**src/rtl/burst_seq_pkg.sv**
```systemverilog
package burst_seq_pkg;

    typedef enum logic {
        ORD_LINEAR      = 1'b0,
        ORD_INTERLEAVED = 1'b1
    } burst_order_e;

endpackage

```
**src/rtl/bseq_beat_ctr.sv**
```systemverilog
module bseq_beat_ctr #(
    parameter int BEAT_W = 2
) (
    input  logic              clk,
    input  logic              rst_n,
    input  logic              restart,
    input  logic              step,
    output logic [BEAT_W-1:0] beat_q,
    output logic [BEAT_W-1:0] beat_nx
);
    localparam logic [BEAT_W-1:0] LAST_BEAT = {BEAT_W{1'b1}};

    logic [BEAT_W-1:0] beat_d;

    always_comb begin
        beat_d = beat_q;
        if (restart) begin
            beat_d = '0;
        end else if (step) begin
            beat_d = beat_q + 1'b1;
        end
    end

    assign beat_nx = beat_d;

    always_ff @(posedge clk or negedge rst_n) begin
        if (!rst_n) begin
            beat_q <= '0;
        end else begin
            beat_q <= beat_d;
        end
    end


    wrap_to_first_chk: assert property (@(posedge clk) disable iff (!rst_n)
        (step && !restart && beat_q == LAST_BEAT) |=> (beat_q == '0));


    hold_idle_chk: assert property (@(posedge clk) disable iff (!rst_n)
        (!step && !restart) |=> $stable(beat_q));

endmodule

```
**src/rtl/bseq_order_map.sv**
```systemverilog
module bseq_order_map
    import burst_seq_pkg::*;
#(
    parameter int BEAT_W = 2
) (
    input  logic [BEAT_W-1:0] first_low,
    input  logic [BEAT_W-1:0] beat,
    input  burst_order_e      order,
    output logic [BEAT_W-1:0] low
);
    logic [BEAT_W-1:0] lin_low;
    logic [BEAT_W-1:0] ilv_low;

    assign lin_low = first_low + beat;

    genvar gi;
    generate
        for (gi = 0; gi < BEAT_W; gi++) begin : g_ilv_bit
            assign ilv_low[gi] = first_low[gi] ^ beat[gi];
        end
    endgenerate

    always_comb begin
        low = (order == ORD_INTERLEAVED) ? ilv_low : lin_low;
    end

endmodule

```
**src/rtl/burst_addr_seq.sv**
```systemverilog
module burst_addr_seq
    import burst_seq_pkg::*;
#(
    parameter int ADDR_W = 20,
    parameter int BEAT_W = 2
) (
    input  logic              clk,
    input  logic              rst_n,
    input  logic              clk_en,
    input  logic              load,
    input  logic              interleave,
    input  logic [ADDR_W-1:0] start_addr,
    output logic [ADDR_W-1:0] addr_out
);
    localparam int HI_W = ADDR_W - BEAT_W;

    typedef struct packed {
        logic [HI_W-1:0]   hi;
        logic [BEAT_W-1:0] first_low;
        logic [BEAT_W-1:0] cur_low;
        burst_order_e      order;
    } seq_state_t;

    seq_state_t st_d, st_q;

    logic              do_load;
    logic              do_step;
    logic [BEAT_W-1:0] beat_q;
    logic [BEAT_W-1:0] beat_nx;
    logic [BEAT_W-1:0] mapped_low;

    assign do_load = clk_en && load;
    assign do_step = clk_en && !load;

    bseq_beat_ctr #(.BEAT_W(BEAT_W)) u_beat (
        .clk     (clk),
        .rst_n   (rst_n),
        .restart (do_load),
        .step    (do_step),
        .beat_q  (beat_q),
        .beat_nx (beat_nx)
    );

    bseq_order_map #(.BEAT_W(BEAT_W)) u_map (
        .first_low (st_q.first_low),
        .beat      (beat_nx),
        .order     (st_q.order),
        .low       (mapped_low)
    );

    always_comb begin
        st_d = st_q;
        if (do_load) begin
            st_d.hi        = start_addr[ADDR_W-1:BEAT_W];
            st_d.first_low = start_addr[BEAT_W-1:0];
            st_d.cur_low   = start_addr[BEAT_W-1:0];
            st_d.order     = interleave ? ORD_INTERLEAVED : ORD_LINEAR;
        end else if (do_step) begin
            st_d.cur_low   = mapped_low;
        end
    end

    always_ff @(posedge clk or negedge rst_n) begin
        if (!rst_n) begin
            st_q <= '{hi: '0, first_low: '0, cur_low: '0, order: ORD_LINEAR};
        end else begin
            st_q <= st_d;
        end
    end

    assign addr_out = {st_q.hi, st_q.cur_low};


    load_capture_chk: assert property (@(posedge clk) disable iff (!rst_n)
        (clk_en && load) |=> (addr_out == $past(start_addr)));


    freeze_chk: assert property (@(posedge clk) disable iff (!rst_n)
        !clk_en |=> $stable(addr_out));


    upper_hold_chk: assert property (@(posedge clk) disable iff (!rst_n)
        (clk_en && !load) |=> $stable(addr_out[ADDR_W-1:BEAT_W]));


    linear_step_chk: assert property (@(posedge clk) disable iff (!rst_n)
        (clk_en && !load && st_q.order == ORD_LINEAR)
        |=> (addr_out[BEAT_W-1:0] == $past(addr_out[BEAT_W-1:0]) + 1'b1));


    interleave_beat_chk: assert property (@(posedge clk) disable iff (!rst_n)
        (clk_en && !load && st_q.order == ORD_INTERLEAVED)
        |=> ((addr_out[BEAT_W-1:0] ^ st_q.first_low) == beat_q));

endmodule

```
**config.mk**
```make
export PLATFORM = sky130hd
export DESIGN_NAME = burst_addr_seq
export DESIGN_NICKNAME = d
export VERILOG_FILES = /design/src/rtl/burst_seq_pkg.sv /design/src/rtl/bseq_beat_ctr.sv /design/src/rtl/bseq_order_map.sv /design/src/rtl/burst_addr_seq.sv
export SDC_FILE = /design/constraint.sdc
export NUM_CORES = 1
export LEC_CHECK = 0
export BUFFER_PORTS_ARGS = -buffer_cell sky130_fd_sc_hd__buf_2
export CORE_UTILIZATION = 40
export CTS_CLUSTER_DIAMETER = 120
export DETAILED_ROUTE_END_ITERATION = 10
export PLACE_DENSITY = 0.67
export SETUP_SLACK_MARGIN = 0.15
export SLEW_MARGIN = 10
export SYNTH_ARGS = -nofsm -noshare
export SYNTH_HDL_FRONTEND = slang
export SYNTH_SLANG_ARGS = --single-unit
```
**constraint.sdc**
```tcl
create_clock -name clk -period 5 [get_ports clk]
set_clock_uncertainty 0.2 [all_clocks]
set_input_delay 0.75 -clock clk [delete_from_list [all_inputs] [get_ports clk]]
set_output_delay 0.75 -clock clk [all_outputs]
set_load 0.005 [all_outputs]
```
After elaboration in Yosys (flattened, before gate mapping):

Cells that the tools add are included.

* bitwise gates (word level): 2
* add/sub/neg operators: 2
* shift-type cells: 0
* muxes and demuxes: 6
* magnitude comparators: 0
* reduce and logical (&&, ||, !) cells: 4
* equal/unequal tests: 0
* multipliers: 0
* div/mod/pow operators: 0

Operator list (count)
* 2-to-1 mux 2 bit: 5
* adder 2 x 1 -> 2 bit (second input constant): 1
* adder 2 bit: 1
* logical AND 1 bit: 2
* nonzero test 2 bit: 1
* XOR 1 bit: 2
* logical NOT 1 bit: 1
* 2-to-1 mux 1 bit: 1

* logic and storage cells: 19
* bits in registers: 25
* input bits: 25
* memories: 0
* RAM bits: 0
* output and inout bits: 20
* ROM bits: 0
* latch bits: 0

Logic depth before layout (Yosys ltp):

Gate-level depths: netlist (run 1).

* depth after elaboration: 8
* depth in mapped cells: 8
* mapped depth without buffers: 8

Hierarchy:

From an unflattened synthesis (run 1), not the netlist that was laid out.

* cell total of the unflattened synthesis: 86
* area total of the unflattened synthesis: 1237.4 um^2

By module, submodules not included
* burst_addr_seq: times used 1, cells each 75, sequential area each 575.6 um^2, area each 1112.3 um^2
* bseq_beat_ctr: times used 1, cells each 7, sequential area each 50.0 um^2, area each 88.8 um^2
* bseq_order_map: times used 1, cells each 4, sequential area each 0.0 um^2, area each 36.3 um^2

Worst setup path before layout (run 1):

Ideal clock, no wire load.

* path type: input to register
* from: in clk_en
* to: reg st_q (netlist bit addr_out[1])
* library setup time: 0.126 ns
* data required time: 4.674 ns
* stages: 8
* path buffers: 1
* slack: 2.927 ns
* data arrival time: 1.747 ns
* path through: buf_6 nand2_1 mux2i_1 ha_1 nand2b_1 xnor3_1 nor2_1 o22ai_1

* word-level cells in the longest chain between the ends: 7
* elaborated cells on any way between the ends: 10

RTL lines
* from (decl): RTL line burst_addr_seq.sv:9 `input logic clk_en,`
* logical AND 1 bit: RTL line burst_addr_seq.sv:33 `assign do_step = clk_en && !load;`
* 2-to-1 mux 2 bit: RTL line bseq_beat_ctr.sv:19 `end else if (step) begin`
* 2-to-1 mux 2 bit (*): RTL line bseq_beat_ctr.sv:17 `if (restart) begin`
* named net beat_nx[0]: RTL line burst_addr_seq.sv:29 `logic [BEAT_W-1:0] beat_nx;`
* adder 2 bit (*): RTL line bseq_order_map.sv:14 `assign lin_low = first_low + beat;`
* 2-to-1 mux 2 bit (*): RTL line bseq_order_map.sv:24 `low = (order == ORD_INTERLEAVED) ? ilv_low : lin_low;`
* 2-to-1 mux 2 bit (*): RTL line burst_addr_seq.sv:58 `end else if (do_step) begin`
* 2-to-1 mux 2 bit (*): RTL line burst_addr_seq.sv:53 `if (do_load) begin`
* to (signal assigned): RTL line burst_addr_seq.sv:65 `st_q <= '{hi: '0, first_low: '0, cur_low: '0, order: ORD_LINEAR};`
* to (signal assigned): RTL line burst_addr_seq.sv:67 `st_q <= st_d;`
* to (decl): RTL line burst_addr_seq.sv:24 `seq_state_t st_d, st_q;`

Mark *: on every way through the listed nets, which the timed path passes. The rest lies on a longest branch. The select of a mux whose other input is x is not followed.
A chain may end at the register's enable or synchronous reset.

Worst setup path in the final report (run 1):

* from: in load
* to: reg st_q (netlist bit addr_out[1])

* word-level cells in the longest chain between the ends: 8
* elaborated cells on any way between the ends: 11

RTL lines
* from (decl): RTL line burst_addr_seq.sv:10 `input logic load,`
* logical NOT 1 bit: RTL line burst_addr_seq.sv:33
* logical AND 1 bit: RTL line burst_addr_seq.sv:33
* 2-to-1 mux 2 bit: RTL line bseq_beat_ctr.sv:19
* 2-to-1 mux 2 bit (*): RTL line bseq_beat_ctr.sv:17
* named net beat_nx[0]: RTL line burst_addr_seq.sv:29
* adder 2 bit (*): RTL line bseq_order_map.sv:14
* 2-to-1 mux 2 bit (*): RTL line bseq_order_map.sv:24
* 2-to-1 mux 2 bit (*): RTL line burst_addr_seq.sv:58
* 2-to-1 mux 2 bit (*): RTL line burst_addr_seq.sv:53

Marks and branches as above.

==> results.toml, run 1 <==
[setup_path]
worst_setup_path_start_kind = "primary input"
worstSetupStartpoint = "load"
worstPathRequired_ns = 5.00
worst_r2r_path_depth = 6
critical_path.endpoint_type = "flop"
launching_point_of_the_worst_reg2reg_path = "u_beat.beat_q[0]"
timing.critical_path.fanout_max = 5
setup_cp_type = "primary input to flop"
crit_arrival_ns = 1.96

[yosys]
synthXorXnorAreaFrac_pct = 2.49
main_combinational_cell_family_by_area_after_synthesis = "multiplexers"
post_synth_num_cell_types = 17
synth_fa_ha_area_share_pct = 0.996
muxShareOfSynthArea_pct = 26.4
synthesis.area_per_instance_um2 = 14.1
synth.cell_area_mm2 = 0.00126
synth_seq_cells = 25
synth_cells = 89
synth.net_count = 115
synth_compound_area_share_pct = 2.09
basic_gate_share_of_the_synthesized_area_counting_and_or_nand_and_nor_cells_pct = 2.99
yosysSeqAreaShare_pct = 49.8
synth-warning-count = 0

[global_route]
grt.total_usage_pct = 12.2
first_global_vias = 697
antenna_found_initial = 0
grt_pass1_wl_um = 3100
grt_remaining_overflow = 0
largest_net_degree_at_the_start_of_global_routing = 26

[job]
maxCapViolations = 0

[cts]
clock_tree.buffer_depth = 2
cts-resized-gates = 0
clk_pin_slew_ns = 0.13
clk_root_buffer_cell = "sky130_fd_sc_hd__clkbuf_4"
clock_latency_ns = 0.31
cts_hold_buf = 0
tritoncts_clock_tree = "built"
cts_made_buffers = 3
clock_sink_count = 25
htree_num_levels = 1
cts_setup_buffers = 0

[final_layout]
area_growth_syn_to_layout_pct = 9.16
antenna_cells_inserted = 0
layoutNonFillerInstCount = 156
final_area_mm2 = 0.00137
postLayoutCoreUtil_pct = 47.7
ratio_of_cells_with_drive_above_1_in_the_final_layout_pct = 60.5
num-nets-final = 141
layout_commonest_cell = "sky130_fd_sc_hd__buf_2"
most-common-layout-cells = "sky130_fd_sc_hd__buf_2, sky130_fd_sc_hd__dfrtp_1, sky130_fd_sc_hd__mux2_4"

[place]
dpl.cell_count = 152
place.detailed.hpwl_um = 1430
post_dp_cell_area_mm2 = 0.00135
place_congestion = 0.745
io_buffers = 44

[power]
p_total_uw = 440
power.density_mw_per_mm2 = 321
ir_drop_v = 0.000113
p_leak_uw = 0.000737

[routing]
total_wirelength_um = 1930
drtAntennaViolNets = 0
firstDrtPassIters = 7
drt-vias-per-instance = 4.32
num_vias = 674
routed_wire_length_per_instance_um = 12.4
drt_iter0_markers = 13
drt_drc_violations_left = 2

[timing]
maxClockFrequency_mhz = 512
timing_worst_slew_pin_value_ns = 0.683
final_hold_viol_count = 0
report.final.setup_viol = 0
final_period_demand_of_the_worst_path_ns = 1.95
relSlewSlack_pct = 54.3
slew_viol_final = 0
tns_ns = 0
rsz0062_at_grt = "no"
share_of_the_clock_period_used_by_the_worst_path_pct = 39.1

[hold_path]
min-delay-path-class = "primary input to async pin"

[floorplanning]
core_area_mm2 = 0.00288
initial_core_util_pct = 43.7
die_width_um = 58.0
io_pins = 45
die_y_um = 58.0
die-area_mm2 = 0.00337
placement_rows = 19

[status]
outcome = "complete, but fails checks"
failed_checks = "DRC"
==> Yosys cell counts <==
master | n | area [µm²]
sky130_fd_sc_hd__a21oi_1 | 1 | 5.00
sky130_fd_sc_hd__buf_4 | 20 | 150
sky130_fd_sc_hd__buf_6 | 3 | 33.8
sky130_fd_sc_hd__dfrtp_1 | 25 | 626
sky130_fd_sc_hd__ha_1 | 1 | 12.5
sky130_fd_sc_hd__inv_1 | 2 | 7.51
sky130_fd_sc_hd__mux2_2 | 1 | 11.3
sky130_fd_sc_hd__mux2_4 | 20 | 300
sky130_fd_sc_hd__mux2i_1 | 2 | 20.0
sky130_fd_sc_hd__nand2_1 | 3 | 11.3
sky130_fd_sc_hd__nand2_2 | 1 | 6.26
sky130_fd_sc_hd__nand2b_1 | 2 | 12.5
sky130_fd_sc_hd__nor2_1 | 2 | 7.51
sky130_fd_sc_hd__o21ai_0 | 3 | 15.0
sky130_fd_sc_hd__o22ai_1 | 1 | 6.26
sky130_fd_sc_hd__xnor2_1 | 1 | 8.76
sky130_fd_sc_hd__xnor3_1 | 1 | 22.5
==> power by group <==
| group | internal, µW | leakage [µW] | switching (µW) | total, µW |
|---|---|---|---|---|
| Clock | 31.1 | 0.0000150 | 55.7 | 86.8 |
| Sequential | 232 | 0.000295 | 17.1 | 249 |
| Combinational | 67.8 | 0.000427 | 36.5 | 104 |
| Total | 331 | 0.000737 | 109 | 440 |
==> kinds of logic after synthesis <==
| logic type | after synthesis |
|---|---|
| AOI/OAI and AO/OA | 5 |
| xor gates and xnor gates | 2 |
| adders and majority gates | 1 |
| buffers and inverters | 25 |
| DFF | 25 |
| muxes | 23 |
| and+or+nand+nor | 8 |
==> registers in the layout, summed over array words and instances, names as in the netlist <==
name           cells
addr_out          20
st_q               3
u_beat.beat_q      2
==> area by class of cell <==
type                            instances  area, µm²
Tap cell                               42       52.6
Multi-Input combinational cell         39        439
Sequential cell                        25        626
Inverter                                2       7.51
Timing Repair Buffer                   44        220
Clock buffer                            4       26.3
Fill cell                             275       1510
==> worst max-delay path, stage by stage <==
cell and delay [ns]:
sky130_fd_sc_hd__buf_2 0.13, sky130_fd_sc_hd__inv_1 0.06, sky130_fd_sc_hd__nand2_1 0.06, sky130_fd_sc_hd__mux2i_1 0.19
sky130_fd_sc_hd__ha_1 0.18, sky130_fd_sc_hd__nand2b_1 0.05, sky130_fd_sc_hd__xnor3_1 0.34, sky130_fd_sc_hd__nor2_1 0.10
sky130_fd_sc_hd__o22ai_1 0.09
==> layer usage <==
| layer | GRT usage (%) | up-vias | share of wire (%) |
|---|---|---|---|
| met2 | 19.7 | 16 | 50 |
| met3 | 2.68 | 2 | 4.4 |
| met5 | 0 | - | 0 |
| met1 | 15.4 | 330 | 44 |
| li1 | - | 326 | - |
| met4 | 6.12 | 0 | 0.62 |
==> through the flow <==
step	hold WS, ns	setup slack, ns
2_1_floorplan	0.254	2.93
5_1_grt	0.211	2.90
4_1_cts	0.214	3.04
3_3_place_gp	0.286	2.80
6_report	0.210	3.05
3_5_place_dp	0.288	2.68
==> path summary, 6_finish.rpt <==
path | to | slack (ns)
setup / recovery | addr_out[1] | 3.05
hold / removal | st_q[0] | 0.21
setup reg to reg | addr_out[1] | 3.25
hold reg to reg | addr_out[6] | 0.32
max in group asynchronous | addr_out[9] | 4.02
min in group clk | addr_out[6] | 0.32
No activity file was read; power rests on OpenSTA's default activity.
==> run 2, diff against run 1 <==
ABC_AREA = 1   (was unset)
PLACE_DENSITY = 0.7   (was 0.67)
clock period = 1.7 ns   (was 5 ns; I/O delays follow)
==> run 2 against run 1 <==
  * The flow now finishes without violations
  * Non-clock buffer count increased by 25
  * Synthesized cell count increased by 61%
  * Synthesized area shrank 5.2%
  * Final area rose by 14%
  * Wire length increased by 27%
  * Sequential power rose to 2.9 times the previous value
  * Largest power group unchanged
  * Highest routed layer unchanged
==> results.toml, run 2 <==
[setup_path]
crit_arrival_ns = 1.60
timing.critical_path.slowest_stage_cell = "sky130_fd_sc_hd__dfrtp_1"
r2r_slack_ns = 0.16
timing.critical_path.fanout_max = 4
setup_cp_type = "flop to flop"
worst_setup_path_start_kind = "flop"
critPathTopFamily = "simple AND/OR/NAND/NOR gates"
critPathMaxStageDelay_ns = 0.44
worstPathRequired_ns = 1.76
cp.depth = 9
path_buf_inv = 0
worstPathCellList = "nand2_2 > o21a_1 > ha_2 > nand2_2 > nand2_2 > nand2_1 > nand2_1 > nand3_2 > nand2_1"
launching_point_of_the_worst_reg2reg_path = "u_beat.beat_q[0]"
worst_setup_path_endpoint = "addr_out[1]"
critical_path.endpoint_type = "flop"
worstSetupStartpoint = "u_beat.beat_q[0]"
rr_endpoint = "addr_out[1]"
worst_r2r_path_depth = 9

[final_layout]
largest_reg_flops = 20
antenna_cells_inserted = 0
multiInputGateArea_um2 = 370
area_growth_syn_to_layout_pct = 31.1
most-common-layout-cells = "sky130_fd_sc_hd__nand2_1, sky130_fd_sc_hd__buf_2, sky130_fd_sc_hd__dfrtp_1"
regArea_um2 = 626
fill_cells = 256
num-nets-final = 219
layout_commonest_cell = "sky130_fd_sc_hd__nand2_1"
final_area_mm2 = 0.00156
ratio_of_cells_with_drive_above_1_in_the_final_layout_pct = 30.7

[yosys]
share_of_the_synthesized_area_in_the_top_cell_type_pct = 52.5
synthTopCellsByArea = "sky130_fd_sc_hd__dfrtp_1, sky130_fd_sc_hd__nand2_1, sky130_fd_sc_hd__buf_4"
synth.cell_area_mm2 = 0.00119
yosys-top-cells-count = "sky130_fd_sc_hd__nand2_1, sky130_fd_sc_hd__dfrtp_1, sky130_fd_sc_hd__buf_4"
ys.flop_type = "sky130_fd_sc_hd__dfrtp_1"
synthesis.area_per_instance_um2 = 8.33
synth_edf_count = 0
yosysMostFrequentCell = "sky130_fd_sc_hd__nand2_1"
async_set_reset_flop_share_out_of_synthesis_pct = 100
synth_seq_cells = 25
synth_area_leader_cell = "sky130_fd_sc_hd__dfrtp_1"
yosysSeqAreaShare_pct = 52.5
synth-warning-count = 0
synth.net_count = 169
post_synth_num_cell_types = 16
synth_cells = 143

[timing]
hold_slack_ns = 0.0454
maxClockFrequency_mhz = 650
timing_worst_slew_pin_value_ns = 0.536
tns_ns = 0
final_period_demand_of_the_worst_path_ns = 1.54
slew_viol_final = 0
relSlewSlack_pct = 64.3
report.final.setup_viol = 0
final_hold_viol_count = 0
share_of_the_clock_period_used_by_the_worst_path_pct = 90.5
rsz0062_at_grt = "yes"

[place]
place.detailed.hpwl_um = 1550
post_dp_cell_area_mm2 = 0.00127
io_buffers = 44
place_congestion = 0.755

[global_route]
antenna_found_initial = 0
grt_remaining_overflow = 0
first_global_vias = 1029
grt_pass1_wl_um = 4350
largest_net_degree_at_the_start_of_global_routing = 26
grt.total_usage_pct = 17.4

[floorplanning]
placement_rows = 19
die_width_um = 56.6
die_y_um = 56.6
initial_core_util_pct = 42.8
io_pins = 45
core_area_mm2 = 0.00278
die-area_mm2 = 0.00320

[cts]
clk_pin_slew_ns = 0.13
cts_made_buffers = 3
clock_sink_count = 25
clock_tree.buffer_depth = 2
clk_root_buffer_cell = "sky130_fd_sc_hd__clkbuf_4"
htree_num_levels = 1
tritoncts_clock_tree = "built"
clock_latency_ns = 0.31

[routing]
total_wirelength_um = 2450
firstDrtPassIters = 4
drtAntennaViolNets = 0
drt_drc_violations_left = 0
drt_iter0_markers = 52
drt-vias-per-instance = 4.46
num_vias = 995
routed_wire_length_per_instance_um = 11.0

[status]
outcome = "complete, no violations"

[power]
ir_drop_v = 0.000507
power.density_mw_per_mm2 = 853
p_leak_uw = 0.000893

[job]
maxCapViolations = 0

[hold_path]
min-delay-path-class = "primary input to flop"
==> run 2: layout make-up <==
class	count	area share [%]
clock buffer	4	1.68
timing repair buffer	69	29.6
sequential	25	40.1
inverter	10	2.40
multi-input combinational	84	23.7
tap	31	2.48
==> run 2: repair_timing <==
action	in CTS	in global routing
pin swaps	0	7
endpoints found under the setup margin	1	1
hold buffers	22	0
setup buffers	1	1
endpoints found under the hold margin	46	0
gates resized for setup	2	5
==> run 2: layer usage <==
| layer | global-route usage [%] | routed length, µm |
|---|---|---|
| met5 | 0 | 0 |
| met1 | 20.7 | 1040 |
| met3 | 2.30 | 108 |
| met4 | 5.57 | 22 |
| met2 | 31.9 | 1280 |
==> run 2: worst min-delay path by stage <==
stage | start | cells after the start | endpoint
after floorplan | rst_n | 0 | addr_out[0]
after CTS | clk_en | 2 | addr_out[0]
after global placement | rst_n | 1 | addr_out[15]
after global routing | clk_en | 2 | addr_out[0]
final | clk_en | 2 | addr_out[0]
after detailed placement | rst_n | 1 | addr_out[15]
==> run 2: cells by family after synthesis <==
kind of cell / after synthesis / synth area share (%)
buffers and inverters: 34 / 18.5
adder cells (fa/ha/maj): 1 / 1.05
AO/OA/AOI/OAI: 5 / 2.63
flip-flops: 25 / 52.5
AND/OR/NAND/NOR: 78 / 25.3
==> run 2: power breakdown <==
part	internal [µW]	switching, µW
registers	679	50.3
clock network	91.5	167
logic	178	167
==> run 2: metrics by stage <==
| step | std cells | power, µW | setup slack (ns) | utilization, % |
|---|---|---|---|---|
| after global placement | 195 | 999 | 0.187 | 45.8 |
| after global routing | 223 | 1430 | 0.0986 | 56.1 |
| after CTS | 222 | 1320 | 0.160 | 55.2 |
| after detailed placement | 195 | 1010 | 0.102 | 45.8 |
| after floorplan | 143 | 965 | 0.318 | - |
| final | 223 | 1330 | 0.161 | 56.1 |
